## src/rtl/lsu_hz_pkg.sv

```systemverilog
package lsu_hz_pkg;

    localparam int unsigned PORT_COUNT = 2;

    typedef enum logic [1:0] {
        DEM_NONE = 2'd0,
        DEM_ONE  = 2'd1,
        DEM_BOTH = 2'd2,
        DEM_RSVD = 2'd3
    } demand_e;

    typedef logic [PORT_COUNT-1:0] port_mask_t;

    localparam port_mask_t MASK_NONE  = 2'b00;
    localparam port_mask_t MASK_PORT0 = 2'b01;
    localparam port_mask_t MASK_PORT1 = 2'b10;
    localparam port_mask_t MASK_BOTH  = 2'b11;

    function automatic int unsigned demand_weight(input demand_e d);
        case (d)
            DEM_NONE: return 0;
            DEM_ONE:  return 1;
            DEM_BOTH: return 2;
            default:  return 3;
        endcase
    endfunction

endpackage

```

## src/rtl/lsu_hz_demand_sum.sv

```systemverilog
module lsu_hz_demand_sum
    import lsu_hz_pkg::*;
#(
    parameter int unsigned NUM_SLOTS = 4,
    parameter int unsigned SUM_W     = 4
) (
    input  logic [2*NUM_SLOTS-1:0] demand_i,
    output logic [SUM_W-1:0]       total_o
);

    always_comb begin
        int unsigned acc;
        acc = 0;
        for (int i = 0; i < NUM_SLOTS; i++) begin
            acc = acc + demand_weight(demand_e'(demand_i[2*i +: 2]));
        end
        total_o = SUM_W'(acc);
    end

endmodule

```

## src/rtl/lsu_hz_port_assign.sv

```systemverilog
module lsu_hz_port_assign
    import lsu_hz_pkg::*;
#(
    parameter int unsigned NUM_SLOTS = 4
) (
    input  logic [2*NUM_SLOTS-1:0] demand_i,
    output logic [2*NUM_SLOTS-1:0] masks_o
);

    // Single-copy ops take ports in slot order; a dual op takes both.
    always_comb begin
        int unsigned seen;
        port_mask_t  m;
        seen    = 0;
        masks_o = '0;
        for (int i = 0; i < NUM_SLOTS; i++) begin
            m = MASK_NONE;
            case (demand_e'(demand_i[2*i +: 2]))
                DEM_ONE: begin
                    m    = (seen == 0) ? MASK_PORT0 : MASK_PORT1;
                    seen = seen + 1;
                end
                DEM_BOTH: m = MASK_BOTH;
                default:  m = MASK_NONE;
            endcase
            masks_o[2*i +: 2] = m;
        end
    end

endmodule

```

## src/rtl/lsu_dual_port_hazard.sv

```systemverilog
module lsu_dual_port_hazard
    import lsu_hz_pkg::*;
#(
    parameter int unsigned NUM_SLOTS = 4
) (
    input  logic                   clk_i,
    input  logic                   rst_i,
    input  logic                   bundle_valid_i,
    input  logic [2*NUM_SLOTS-1:0] slot_demand_i,
    output logic                   issue_grant_o,
    output logic                   stall_o,
    output logic [2*NUM_SLOTS-1:0] slot_port_q_o
);

    localparam int unsigned SUM_W = $clog2(3*NUM_SLOTS + 1);
    localparam logic [SUM_W-1:0] CAPACITY = SUM_W'(PORT_COUNT);

    logic [SUM_W-1:0]       total_demand;
    logic [2*NUM_SLOTS-1:0] next_masks;
    logic                   fits;

    lsu_hz_demand_sum #(
        .NUM_SLOTS(NUM_SLOTS),
        .SUM_W    (SUM_W)
    ) u_sum (
        .demand_i(slot_demand_i),
        .total_o (total_demand)
    );

    lsu_hz_port_assign #(
        .NUM_SLOTS(NUM_SLOTS)
    ) u_assign (
        .demand_i(slot_demand_i),
        .masks_o (next_masks)
    );

    assign fits          = (total_demand <= CAPACITY);
    assign issue_grant_o = bundle_valid_i & fits;
    assign stall_o       = bundle_valid_i & ~fits;

    for (genvar s = 0; s < NUM_SLOTS; s++) begin : g_slot_reg
        port_mask_t mask_q;
        always_ff @(posedge clk_i) begin
            if (rst_i) begin
                mask_q <= MASK_NONE;
            end else if (issue_grant_o) begin
                mask_q <= next_masks[2*s +: 2];
            end else begin
                mask_q <= MASK_NONE;
            end
        end
        assign slot_port_q_o[2*s +: 2] = mask_q;
    end

endmodule

```

## config.mk

```make
export PLATFORM = sky130hd
export DESIGN_NAME = lsu_dual_port_hazard
export DESIGN_NICKNAME = d
export VERILOG_FILES = /design/src/rtl/lsu_hz_pkg.sv /design/src/rtl/lsu_hz_demand_sum.sv /design/src/rtl/lsu_hz_port_assign.sv /design/src/rtl/lsu_dual_port_hazard.sv
export SDC_FILE = /design/constraint.sdc
export NUM_CORES = 1
export LEC_CHECK = 0
export BUFFER_PORTS_ARGS = -buffer_cell sky130_fd_sc_hd__buf_2
export CAP_MARGIN = 10
export CORE_MARGIN = 8
export CORE_UTILIZATION = 49
export DETAILED_ROUTE_END_ITERATION = 7
export GPL_ROUTABILITY_DRIVEN = 1
export PLACE_DENSITY_LB_ADDON = 0.15
export SYNTH_ARGS = -nofsm -noshare
export SYNTH_HDL_FRONTEND = slang
export SYNTH_HIERARCHICAL = 1
export SYNTH_SLANG_ARGS = --single-unit
export TNS_END_PERCENT = 30
```

## constraint.sdc

```tcl
create_clock -name clk_i -period 4 [get_ports clk_i]
set_clock_uncertainty 0.2 [all_clocks]
set_input_delay 0.2 -clock clk_i [delete_from_list [all_inputs] [get_ports clk_i]]
set_output_delay 0.2 -clock clk_i [all_outputs]
set_load 0.01 [all_outputs]
```

==> results of run 1 <==
cell families (layout without fill, tap and decap cells):
| logic type | after synthesis | in the layout |
|---|---|---|
| DFF | 8 | 8 |
| adders and majority gates | 19 | 19 |
| buffers and inverters | 24 | 43 |
| and+or+nand+nor | 23 | 23 |
| AOI/OAI and AO/OA | 6 | 6 |
path summary, 6_finish.rpt:
kind                                              to
hold / removal    g_slot_reg[0].mask_q[1]$_SDFF_PP0_
setup / recovery                       issue_grant_o
per-layer routing:
metal | wire (um) | track usage | vias to the layer above | share of wire
met5 | 0 | 0 | - | 0
met4 | 19 | 0.0492 | 0 | 0.014
met3 | 80 | 0.0275 | 2 | 0.058
met2 | 683 | 0.172 | 12 | 0.50
met1 | 588 | 0.114 | 239 | 0.43
li1 | - | - | 282 | -
Yosys cell counts (2+ instances only):
master / count
a21oi_1: 2
and3_1: 8
clkbuf_1: 4
dfxtp_1: 8
fa_1: 4
ha_1: 15
inv_1: 20
nor2_1: 8
nor2b_1: 2
worst max-delay path, cell delays in order:
cell and delay, ns:
buf_2 0.12, ha_1 0.18, inv_1 0.06, fa_1 0.43, fa_1 0.56, inv_1 0.04, ha_1 0.20, fa_1 0.48
a211oi_4 0.36, and2_1 0.17, buf_2 0.13
where the power goes:
part	internal [mW]	switching, mW	leakage, nW
Sequential	0.0821	0.000419	0.0646
Clock	0.0342	0.0256	0.0138
Combinational	0.0404	0.0501	0.455
per-stage QoR:
stage,std cells,setup slack (ns),hold WS (ns),cell area [um^2]
6_report,114,0.665,0.141,837
2_1_floorplan,80,0.905,0.260,711
3_3_place_gp,111,0.737,0.388,815
3_5_place_dp,111,0.633,0.395,815
5_1_grt,114,0.579,0.149,837
4_1_cts,114,0.638,0.140,837
layout make-up:
class | instances | area, um^2
clock buffers | 3 | 22.5
fillers | 131 | 497
inverters | 20 | 75.1
multi-input cells | 48 | 460
flip-flops and latches | 8 | 160
well taps | 15 | 18.8
repair buffers | 20 | 100
==> metrics.txt, run 1 <==
Mapped Area=711 um^2; post-synthesis mux area share=0; async set-reset flop share out of synthesis=0; WP data required=3.60 ns; diode count=0; Hold Path Cell Cnt=3; Synth Register Bits=8; Post-Synth XOR/XNOR Area=0; GPL Wtd Cong=0.788; dominant cell type by area after synthesis=ha_1; commonest cells after routing, fill and taps aside=20 x buf_2, 20 x inv_1, 15 x ha_1; flip-flop count of the largest register after layout=8; status=completed; die height=54.1 um; Clock Path Buffers=2; routed length per instance=12.0 um; Detail Placement HPWL=1220 um; P_leak=0.533 nW; total power=0.233 mW; initial antenna violation count=0; TritonCTS buffer count=3; Power Dens Cells=278 nW/um^2; Final setup viols=0; f_max=300 MHz; EDFF count, synth=0; Initial Utilization=0.533; DRC=0; Core ar.=1330 um^2; WP data arrival=2.94 ns; final period utilization=0.834; worst-path fanout max=10; Antenna Nets Post-Route=0; Critical Path Source Type=input port; FP Rows=13; Ports=21; Synth Instances=80; final slew viol count=0; syn avg cell area=8.88 um^2; IO buf count=20; postcts setup bufs=0; largest registers=g_slot.mask_q x8; measured slew at the worst slew-check pin=0.360 ns; Top FF cell, synth=dfxtp_1; via count=535; NumNets Final=131; total wire length=1370 um; register area share after synthesis=0.225; Max IR drop VDD=0.000170 V; drt via density=4.69; layout cells sized above 1=0.253; first-pass GRT wire length=2150 um; Tightest Hold Check Type=in -> reg; Mapped Nets=110; clock slew seen by the registers of the worst setup and hold paths=0.05 ns; synth-to-layout area growth=17.8%; Tmin final=3.34 ns; Largest Register=g_slot.mask_q; crit path kind=in -> out; final hold vios=0; Clock Sinks=8; Die ar.=2930 um^2; Tot GR Track Use=0.101; Iter 0 DRT Violations=4; max_cap viols=0; Synth Area in Simple Gates=0.195; detailed-router iteration count before antenna repair=2; relative slew slack=0.760; Die X=54.1 um; CP Capture Type=primary output; hold_buf cts=0; Yosys cell types=18; clk root buf=clkbuf_4; post-synthesis compound-gate area fraction=0.0757; CTS tree=yes; Setup TNS Final=0 ns; H-tree depth=1; post-synth top area share=0.264; pin count of the biggest net entering global routing=11; Synth Area in Adders=0.377; vias in the first global route=519; Setup crit start=slot_demand_i[0]; total grt overflow=0; post-layout util=0.628; start point of the worst hold path=rst_i; main combinational cell family by area after synthesis=adder cells; Syn. warnings=6; largest cells by area after synthesis=ha_1 26%, dfxtp_1 23%, fa_1 11%; post_cts resized=0; RSZ-0062 raised after global routing=false
Power figures use the tool's default switching activity.
==> inputs of run 2 (changes only) <==
- clock period: 4 -> 3.3 ns (I/O delays scaled with it)
==> run 2 against run 1 <==
Against the previous run:
- worst setup slack got worse by 0.47 ns
- non-clock buffer count rose by 1
- combinational power rose by 27%
- sequential share of layout area fell by 0.17 points
- critical path depth did not move
- flip-flop and latch count did not move
- clock power rose by 19%
- utilization rose by 0.56 points
- total power rose by 23%
- critical path type unchanged
- critical endpoint unchanged
- largest power group unchanged
==> metrics.txt, run 2 (synthesis gave the netlist of run 1 again) <==
hold_buf cts=0 (unchanged); Setup TNS Final=0 ns (unchanged); Final setup viols=0 (unchanged); synth-to-layout area growth=18.8%; pin count of the biggest net entering global routing=9 (-2); Tmin final=3.10 ns; Multi-input gate area=460 um^2 (unchanged); post_cts resized=0 (unchanged); P_leak=0.538 nW (+0.96%); max_cap viols=0 (unchanged); drt via density=4.86 (+3.6%); filler cell count=130 (-0.76%); internal power=0.195 mW (+24%); total wire length=1300 um (-5.2%); Core ar.=1330 um^2 (unchanged); TritonCTS buffer count=3 (unchanged); layout cells sized above 1=0.260 (+0.00747); WP data required=2.93 ns (-0.67 ns); sequential power share=0.351 (-0.003); commonest cells after routing, fill and taps aside=20 x buf_2, 20 x inv_1, 15 x ha_1; diode count=0 (unchanged); postcts setup bufs=0 (unchanged); Initial Utilization=0.533 (unchanged); final period utilization=0.941; IO buf count=20 (unchanged); CTS tree=yes; status=completed; first-pass GRT wire length=2200 um (+2.6%); H-tree depth=1 (unchanged); WP data arrival=2.74 ns (-0.20 ns); Clk pwr share=0.248 (-0.009); measured slew at the worst slew-check pin=0.404 ns (+0.0441 ns); Max IR drop VDD=0.000174 V (+2.2%); NumNets Final=132 (+0.76%); f_max=322 MHz; vias in the first global route=572 (+10%); final slew viol count=0 (unchanged); initial antenna violation count=0 (unchanged); Tightest Hold Check Type=in -> reg; crit path kind=in -> out; clock slew seen by the registers of the worst setup and hold paths=0.05 ns (about the same); Detail Placement HPWL=1160 um (-5.0%); RSZ-0062 raised after global routing=false; Area after DPL=822 um^2 (+0.92%); sw frac=0.319 (-0.00832); post-route design area=845 um^2 (+0.90%); GPL Wtd Cong=0.755 (-4.2%); DRC=0 (unchanged); total grt overflow=0 (unchanged); combinational share of power=0.401 (+0.013); detailed-router iteration count before antenna repair=3 (+1); Iter 0 DRT Violations=6 (+2); Power Dens Cells=338 nW/um^2 (+22%); Clock Sinks=8 (unchanged); Largest Register=g_slot.mask_q; via count=559 (+4.5%); final hold vios=0 (unchanged); worst-path fanout max=3 (-7); relative slew slack=0.730 (-0.0294); routed length per instance=11.3 um (-6.1%); clk root buf=clkbuf_4; Antenna Nets Post-Route=0 (unchanged); Die ar.=2930 um^2 (unchanged); register area=160 um^2 (unchanged); Net Sw Power=0.0910 mW (+20%); CP Capture Type=primary output; largest registers=g_slot.mask_q x8; die height=54.1 um (unchanged); flip-flop count of the largest register after layout=8 (unchanged); Die X=54.1 um (unchanged); FP Rows=13 (unchanged); Ports=21 (unchanged); Clock Path Buffers=2 (unchanged); Tot GR Track Use=0.102 (+0.000494); Critical Path Source Type=input port
[run 2: per-stage QoR]
step / setup WS (ns) / util / power, mW / cells / hold WS (ns)
5_1_grt: 0.0433 / 0.633 / 0.314 / 115 / 0.122
4_1_cts: 0.182 / 0.633 / 0.291 / 115 / 0.109
2_1_floorplan: 0.275 / - / 0.182 / 80 / 0.225
3_5_place_dp: 0.175 / 0.616 / 0.217 / 112 / 0.360
3_3_place_gp: 0.210 / 0.616 / 0.215 / 112 / 0.362
6_report: 0.196 / 0.633 / 0.286 / 115 / 0.115
[run 2: final cells by class]
cell class              instances  share of cell area
multi-input cells              48               0.545
inverters                      20              0.0889
flip-flops and latches          8               0.190
well taps                      15              0.0222
repair buffers                 21               0.127
clock buffers                   3              0.0267
[run 2: path summary, 6_finish.rpt]
kind              slack, ns                            endpoint  cells past startpoint        startpoint
setup / recovery       0.20                       issue_grant_o                     11  slot_demand_i[0]
hold / removal         0.12  g_slot_reg[0].mask_q[1]$_SDFF_PP0_                      3  slot_demand_i[1]
[run 2: layer usage]
layer / vias up / GRT usage / routed length [um]
met3: 0 / 0.0441 / 92
met5: - / 0 / 0
met2: 16 / 0.185 / 664
li1: 286 / - / -
met1: 257 / 0.0997 / 543
met4: 0 / 0.0369 / 0
[run 2: power groups by stage]
stage / combinational (mW) / clock, mW / sequential, mW
final: 0.115 / 0.0709 / 0.100
after global routing: 0.130 / 0.0843 / 0.100
after CTS: 0.116 / 0.0747 / 0.100
after detailed placement: 0.115 / 0 / 0.102
after global placement: 0.113 / 0 / 0.102
after floorplan: 0.0785 / 0 / 0.104
[run 2: critical path, cell delays in order]
cell and delay (ns):
buf_2 0.12, ha_1 0.19, inv_1 0.06, fa_1 0.43, fa_1 0.55, inv_1 0.04
ha_1 0.19, fa_1 0.48, a211oi_4 0.25, and2_1 0.15, buf_2 0.12
